<file path="config.mk">
export PLATFORM = sky130hd
export DESIGN_NAME = pe_reg_array
export DESIGN_NICKNAME = d
export VERILOG_FILES = /design/src/rtl/pe_pkg.sv /design/src/rtl/pe_lane.sv /design/src/rtl/pe_resolver.sv /design/src/rtl/pe_reg_array.sv
export SDC_FILE = /design/constraint.sdc
export NUM_CORES = 1
export LEC_CHECK = 0
export CORE_MARGIN = 5
export CORE_UTILIZATION = 30
export DETAILED_ROUTE_END_ITERATION = 16
export PLACE_DENSITY = 0.53
export RECOVER_POWER = 100
export SYNTH_ARGS = -nofsm -noshare
export SYNTH_HDL_FRONTEND = slang
export SYNTH_SLANG_ARGS = --single-unit
</file>
<file path="constraint.sdc">
create_clock -name clk -period 1.92 [get_ports clk]
set_input_delay 0.384 -clock clk [delete_from_list [all_inputs] [get_ports clk]]
set_output_delay 0.384 -clock clk [all_outputs]
set_load 0.02 [all_outputs]
</file>
<file path="src/rtl/pe_pkg.sv">
package pe_pkg;

   typedef enum logic [2:0] {
      UPD_X      = 3'd0,
      UPD_Y      = 3'd1,
      UPD_XY     = 3'd2,
      UPD_X_YMSK = 3'd3,
      UPD_X_OLDY = 3'd4
   } upd_mode_e;

   // truth-table lookup: index is {register bit, operand bit}
   function automatic logic tt_eval(input logic [3:0] tt, input logic r, input logic f);
      return tt[{r, f}];
   endfunction

endpackage

</file>
<file path="src/rtl/pe_lane.sv">
module pe_lane
   import pe_pkg::*;
(
   input  logic       x_i,
   input  logic       y_i,
   input  logic       f_i,
   input  logic [3:0] tt_i,
   input  logic [2:0] mode_i,
   output logic       x_nx_o,
   output logic       y_nx_o
);
   logic fx, fy;

   always_comb begin
      fx     = tt_eval(tt_i, x_i, f_i);
      fy     = tt_eval(tt_i, y_i, f_i);
      x_nx_o = x_i;
      y_nx_o = y_i;
      case (mode_i)
         UPD_X:      x_nx_o = fx;
         UPD_Y:      y_nx_o = fy;
         UPD_XY: begin
            x_nx_o = fx;
            y_nx_o = fy;
         end
         UPD_X_YMSK: x_nx_o = y_i ? fx : x_i;
         UPD_X_OLDY: begin
            x_nx_o = y_i ? fx : x_i;   // mask uses Y before this edge
            y_nx_o = fy;
         end
         default: ;
      endcase
   end
endmodule

</file>
<file path="src/rtl/pe_resolver.sv">
module pe_resolver #(
   parameter int N  = 16,
   parameter int IW = (N > 1) ? $clog2(N) : 1
) (
   input  logic [N-1:0]  y_i,
   output logic          any_o,
   output logic [IW-1:0] first_o
);
   always_comb begin
      any_o   = 1'b0;
      first_o = '0;
      for (int i = N - 1; i >= 0; i--) begin
         if (y_i[i]) begin
            any_o   = 1'b1;
            first_o = IW'(i);
         end
      end
   end
endmodule

</file>
<file path="src/rtl/pe_reg_array.sv">
module pe_reg_array
   import pe_pkg::*;
#(
   parameter int N  = 16,
   parameter int IW = (N > 1) ? $clog2(N) : 1
) (
   input  logic          clk,
   input  logic          rst_n,
   input  logic [N-1:0]  f_i,
   input  logic [3:0]    tt_i,
   input  logic [2:0]    mode_i,
   input  logic          m_ld_i,
   output logic [N-1:0]  x_o,
   output logic [N-1:0]  y_o,
   output logic [N-1:0]  wr_mask_o,
   output logic          any_o,
   output logic [IW-1:0] first_o
);
   localparam int IW_MIN = (N > 1) ? $clog2(N) : 1;

   if (N < 2) begin : g_chk_n
      initial $fatal(1, "pe_reg_array: N must be at least 2");
   end
   if (IW < IW_MIN) begin : g_chk_iw
      initial $fatal(1, "pe_reg_array: IW too narrow for N");
   end

   logic [N-1:0] x_q, y_q, m_q;
   logic [N-1:0] x_nx, y_nx;

   for (genvar g = 0; g < N; g++) begin : g_lane
      pe_lane u_lane (
         .x_i    (x_q[g]),
         .y_i    (y_q[g]),
         .f_i    (f_i[g]),
         .tt_i   (tt_i),
         .mode_i (mode_i),
         .x_nx_o (x_nx[g]),
         .y_nx_o (y_nx[g])
      );
   end

   always_ff @(posedge clk or negedge rst_n) begin
      if (!rst_n) begin
         x_q <= '0;
         y_q <= '0;
         m_q <= '0;
      end else begin
         x_q <= x_nx;
         y_q <= y_nx;
         if (m_ld_i) m_q <= f_i;
      end
   end

   pe_resolver #(.N(N), .IW(IW)) u_res (
      .y_i     (y_q),
      .any_o   (any_o),
      .first_o (first_o)
   );

   assign x_o       = x_q;
   assign y_o       = y_q;
   assign wr_mask_o = m_q;

   // ---------------- assertions ----------------
   assert_y_hold_x_only_R3: assert property (@(posedge clk) disable iff (!rst_n)
      (mode_i == 3'd0) |=> (y_q == $past(y_q)));

   assert_x_hold_y_only_R4: assert property (@(posedge clk) disable iff (!rst_n)
      (mode_i == 3'd1) |=> (x_q == $past(x_q)));

   assert_ymask_keep_R6: assert property (@(posedge clk) disable iff (!rst_n)
      (mode_i == 3'd3) |=> ((y_q == $past(y_q)) &&
                            ((x_q & ~$past(y_q)) == ($past(x_q) & ~$past(y_q)))));

   assert_oldy_keep_R7: assert property (@(posedge clk) disable iff (!rst_n)
      (mode_i == 3'd4) |=> ((x_q & ~$past(y_q)) == ($past(x_q) & ~$past(y_q))));

   assert_idle_hold_R8: assert property (@(posedge clk) disable iff (!rst_n)
      (mode_i > 3'd4) |=> ((x_q == $past(x_q)) && (y_q == $past(y_q))));

   assert_m_load_R9: assert property (@(posedge clk) disable iff (!rst_n)
      m_ld_i |=> (wr_mask_o == $past(f_i)));

   assert_m_hold_R9: assert property (@(posedge clk) disable iff (!rst_n)
      !m_ld_i |=> $stable(wr_mask_o));

   assert_none_zero_R10: assert property (@(posedge clk) disable iff (!rst_n)
      !any_o |-> ((y_q == '0) && (first_o == '0)));

   assert_first_set_R11: assert property (@(posedge clk) disable iff (!rst_n)
      any_o |-> y_q[first_o]);
endmodule

</file>
Word level (Yosys, flattened, before mapping)
Cells that the tools add are included.
Operators by class
  $lt $le $gt $ge: 32
  divide/modulo/power cells: 0
  bitwise operators: 0
  shift-type cells: 0
  multiply operators: 0
  add/sub/neg operators: 0
  reduce and logical (&&, ||, !) cells: 21
  equal/unequal tests: 20
  mux-type cells: 128
Operators by type and width (number)
  $lt 2x3->1 const B: 32
  $bmux 1 s2: 32
  $mux 1: 64
  $mux 4: 16
  $ne 2x1->1 const B: 16
  $pmux 1 s2: 16
  $reduce_and 2->1: 16
  $eq 3x2->1 const B: 2
  $reduce_or 2->1: 2
  $eq 3x1->1 const B: 1
  $eq 3x3->1 const B: 1
  $logic_not 3->1: 1
  $reduce_or 3->1: 1
  $reduce_bool 2->1: 1
Storage, ports and cells
  register bits after elaboration: 48
  memory bits (writable): 0
  latch bits: 0
  bits of input ports: 26
  word-level logic and storage cells: 219
  output and inout port bits: 53
  ROM bits: 0
  memories kept: 0

Logic depth before layout (Yosys ltp)
  word-level depth: 16
  depth in mapped cells: 6

Cells and area by module
From an unflattened synthesis, not the netlist that was laid out.
Second synthesis, totals
  cell total of the unflattened synthesis: 323
  area total of the unflattened synthesis: 3410.8 sq um
By module, submodules not included
  pe_lane: cells each 14, sequential area each 0.0 sq um, times used 16, area each 111.4 sq um
  pe_reg_array: cells each 66, sequential area each 1201.2 sq um, times used 1, area each 1450.1 sq um
  pe_resolver: cells each 33, sequential area each 0.0 sq um, times used 1, area each 178.9 sq um

Worst setup path after synthesis
No wires, ideal clock.
  path kind: register to output
  start point: register y_q[5] (netlist: y_o[5])
  end point: output first_o[3]
  arrival time: 1370 ps
  buffers on the path: 0
  cell stages (with the launch flop): 3
  path slack: 166 ps
  cell sequence: dfrtp_1 > nor4_1 > nor3b_1
Between the ends
  longest elaborated chain between the ends: 6
Ends and longest elaborated chain
  start: declaration: line pe_reg_array.sv:28  | logic [N-1:0] x_q, y_q, m_q;
  start signal: assignment: line pe_reg_array.sv:50  | y_q <= y_nx;
  $mux 4 (6 in a row): line pe_resolver.sv:13  | if (y_i[i]) begin
  end: declaration: line pe_reg_array.sv:17  | output logic [IW-1:0] first_o
No other way between the ends.

Worst setup path in the final report
  start point: register y_q[7] (netlist: y_o[7])
  end point: output first_o[3]
Between the ends
  longest elaborated chain between the ends: 8
Ends and longest elaborated chain (line)
  $mux 4 (8 in a row): pe_resolver.sv:13
No other way between the ends.

==> impl_metrics.csv <==
group,metric,value,unit
logic_synthesis,ys_ff_latch,48,
final_layout,n_fill_cell,1025,
cts,clk-insertion-delay-late,0.30,ns
logic_synthesis,synth.avg_cell_area,10.25,sq um
final_layout,drive_gt1_share,32.98,%
pwr,switching_share,40.28,%
setup_path,cp.arrival,1.48,ns
logic_synthesis,synth-edff-count,0,
place,gp_congestion,0.8283,
final_layout,num_antenna_cells,0,
floorplanning,start_util,30.32,%
cts,postCtsHoldBufs,0,
setup_path,worstPathCellList,"nor4_2 > buf_4 > nor3b_4 > buf_6",
sta,fin_hold_ws,0.4180,ns
pwr,ir_drop,420.6,uV
detailed_routing,wirelength,8343,um
floorplanning,core,10140,sq um
setup_path,r2r_start,"y_o[13]$_DFFE_PN0P_",
sta,max_freq,537.6,MHz
grt,grt_usage,13.60,%
sta,setup_tns,0,ns
grt,grt_pass1_wl,13550,um
detailed_routing,drc,0,
setup_path,cp_data_required_time,1.54,ns
setup_path,cp_slowest_cell,"dfrtp_1",
detailed_routing,wire_per_inst,16.11,um
floorplanning,die_w,111.2,um
pwr,switchingPower,1.770,mW
pwr,p_leak,1.691,nW
setup_path,crit_type,"reg -> out",
setup_path,worstSetupEndpointType,"output port",
outcome,status,"complete, no violations",
place,dp_hpwl,5990,um
logic_synthesis,syn_inst,300,
final_layout,final_common_cell,"dfrtp_1",
sta,min_period,1.860,ns
place,io_buffer_count,78,
setup_path,timing.rr.end,"x_o[13]$_DFFE_PN0P_",
cts,ctsLongestPathBuffers,2,
cts,clk_pin_slew,0.09,ns
final_layout,utilization,40.57,%
pwr,p_per_area,1069,nW/um^2
setup_path,worstRegToRegCells,5,
setup_path,critPathMaxFanout,3,
pwr,power.share.clock,14.8,%
grt,grt_pass1_vias,2553,
pwr,p_comb_share,50.8,%
floorplanning,die_height,111.2,um
setup_path,cpPeakStageDelay,0.40,ns
sta,worstMarginPinSlew,1.247,ns
pwr,intPower,2.625,mW
cts,cts_tree,"yes",
setup_path,worst-r2r-setup-slack,0.73,ns
job,drv_cap,0,
grt,grt_overflow_total,0,
grt,antenna_found_initial,0,
logic_synthesis,ys_warn_count,0,
cts,numCtsBuffers,5,
logic_synthesis,yosysUniqueCellTypes,32,
detailed_routing,drt_pass1_iterations,5,
detailed_routing,wl_met3,357,um
detailed_routing,wl_met1,3688,um
floorplanning,num_rows,37,
cts,cts_root_buf,"clkbuf_8",
logic_synthesis,syn-cell-area,3074,sq um
grt,grt_max_degree,49,
logic_synthesis,async_flop_share,100.0,%
sta,rsz0062_at_grt,"true",
sta,hold_viol_final,0,
logic_synthesis,yosys_most_used_dff,"dfrtp_1",
detailed_routing,wl_met2,4180,um
final_layout,multi_input_area,1578,sq um
floorplanning,ios,79,
setup_path,crit_end,"first_o[3]",
detailed_routing,num_vias,2472,
sta,fin_skew,0.002962,ns
detailed_routing,viasPerCell,4.772,
setup_path,cp-startpoint,"y_o[7]$_DFFE_PN0P_",
sta,max_slew_margin,16.87,%
final_layout,area.growth.synth_to_final,33.78,%
detailed_routing,drtAntennaViolNets,0,
place,placed_cells,509,
final_layout,nNetsFinal,407,
setup_path,cp-start-kind,"flop",
final_layout,layout_common_cells,"dfrtp_1 (48), mux2_2 (40), dlygate4sd3_1 (34), clkdlybuf4s50_1 (31)",
final_layout,final_cells,518,
logic_synthesis,syn_nets,326,
sta,finalMaxSlewViolations,0,
sta,fin_crit_sh,96.88,%
detailed_routing,drt-initial-drc-count,72,
pwr,seq_power_share,34.4,%
floorplanning,die_area,12370,sq um
cts,htreeDepth,2,
min_path,worstHoldPathType,"in -> async",
detailed_routing,maxUsedRoutingLayer,"met4",
cts,clock_sinks,48,
sta,setup_viol,0,
logic_synthesis,synth_seq_area_share,39.07,%
final_layout,regArea,1201,sq um
[worst min-delay path by stage]
stage / end / slack (ns) / start / depth (start not counted)
final: wr_mask_o[5]$_DFFE_PN0P_ / 0.42 / rst_n / 2
after CTS: wr_mask_o[3]$_DFFE_PN0P_ / 0.06 / rst_n / 2
after floorplan: wr_mask_o[0]$_DFFE_PN0P_ / 0.09 / rst_n / 0
after global placement: wr_mask_o[3]$_DFFE_PN0P_ / 0.40 / rst_n / 2
after detailed placement: wr_mask_o[3]$_DFFE_PN0P_ / 0.40 / rst_n / 2
after global routing: x_o[6]$_DFFE_PN0P_ / 0.49 / x_o[6]$_DFFE_PN0P_ / 1
[synthesized netlist by cell type, types with 6 or more instances]
cell type | number | area, sq um
dfrtp_1 | 48 | 1201
a21o_1 | 16 | 120.1
a21oi_2 | 6 | 52.55
nand2_1 | 13 | 48.80
nor2_2 | 7 | 43.79
mux2i_1 | 16 | 160.2
o21ai_2 | 6 | 52.55
a21oi_1 | 28 | 140.1
nor2_1 | 10 | 37.54
buf_4 | 33 | 247.7
o21ai_0 | 9 | 45.04
o21ai_1 | 13 | 65.06
mux2_2 | 40 | 450.4
buf_2 | 6 | 30.03
o31ai_2 | 8 | 100.1
nand2b_1 | 17 | 106.4
[state kept, by name, summed over array words and instances, names as in the netlist]
register	cells
wr_mask_o	16
y_o	16
x_o	16
[cell type report]
class	instances	share of cell area [%]
multi-input cells	205	38.36
flip-flops and latches	48	29.21
well taps	136	4.138
repair buffers	118	25.77
clock inverters	2	0.2434
clock buffers	6	2.008
inverters	3	0.2738
[critical path, delay by kind of cell (launching register included)]
| kind | cells | cell delay, ns |
|---|---|---|
| simple gates | 2 | 0.48 |
| flops | 1 | 0.40 |
| buf+inv | 2 | 0.30 |
[metal layers]
metal	vias to the layer above	track usage, %
li1	1206	-
met1	1190	17.15
met2	64	23.24
met3	12	3.002
met4	0	4.055
met5	-	0
[cell families after synthesis]
group	share of synthesized area, %
AND/OR/NAND/NOR	9.361
XOR/XNOR	0.2850
AO/OA/AOI/OAI	19.94
multiplexers	20.59
flip-flops	39.07
buffers and inverters	10.74
[metrics by stage]
stage / setup WS [ns] / power [mW] / area (sq um)
3_5_place_dp: -0.2017 / 3.913 / 4081
3_3_place_gp: -0.1949 / 3.895 / 4081
2_1_floorplan: 0.1664 / 3.050 / 3074
6_report: 0.05985 / 4.395 / 4113
5_1_grt: -0.04107 / 4.700 / 4113
4_1_cts: 0.0001862 / 4.585 / 4178
[power by group through the flow]
stage	Clock (mW)	Sequential, mW	Combinational [mW]
2_1_floorplan	0	1.63	1.42
3_3_place_gp	0	1.51	2.38
3_5_place_dp	0	1.53	2.39
4_1_cts	0.679	1.51	2.39
5_1_grt	0.717	1.56	2.42
6_report	0.649	1.51	2.23
[timing repair]
action                     4_1_cts  5_1_grt
cloned                           0        0
resized for setup               28       22
setup buffers                    0        1
setup endpoints to repair        5       10
pin swaps                        1        3
Note: power is estimated with default switching activity, not from simulation.
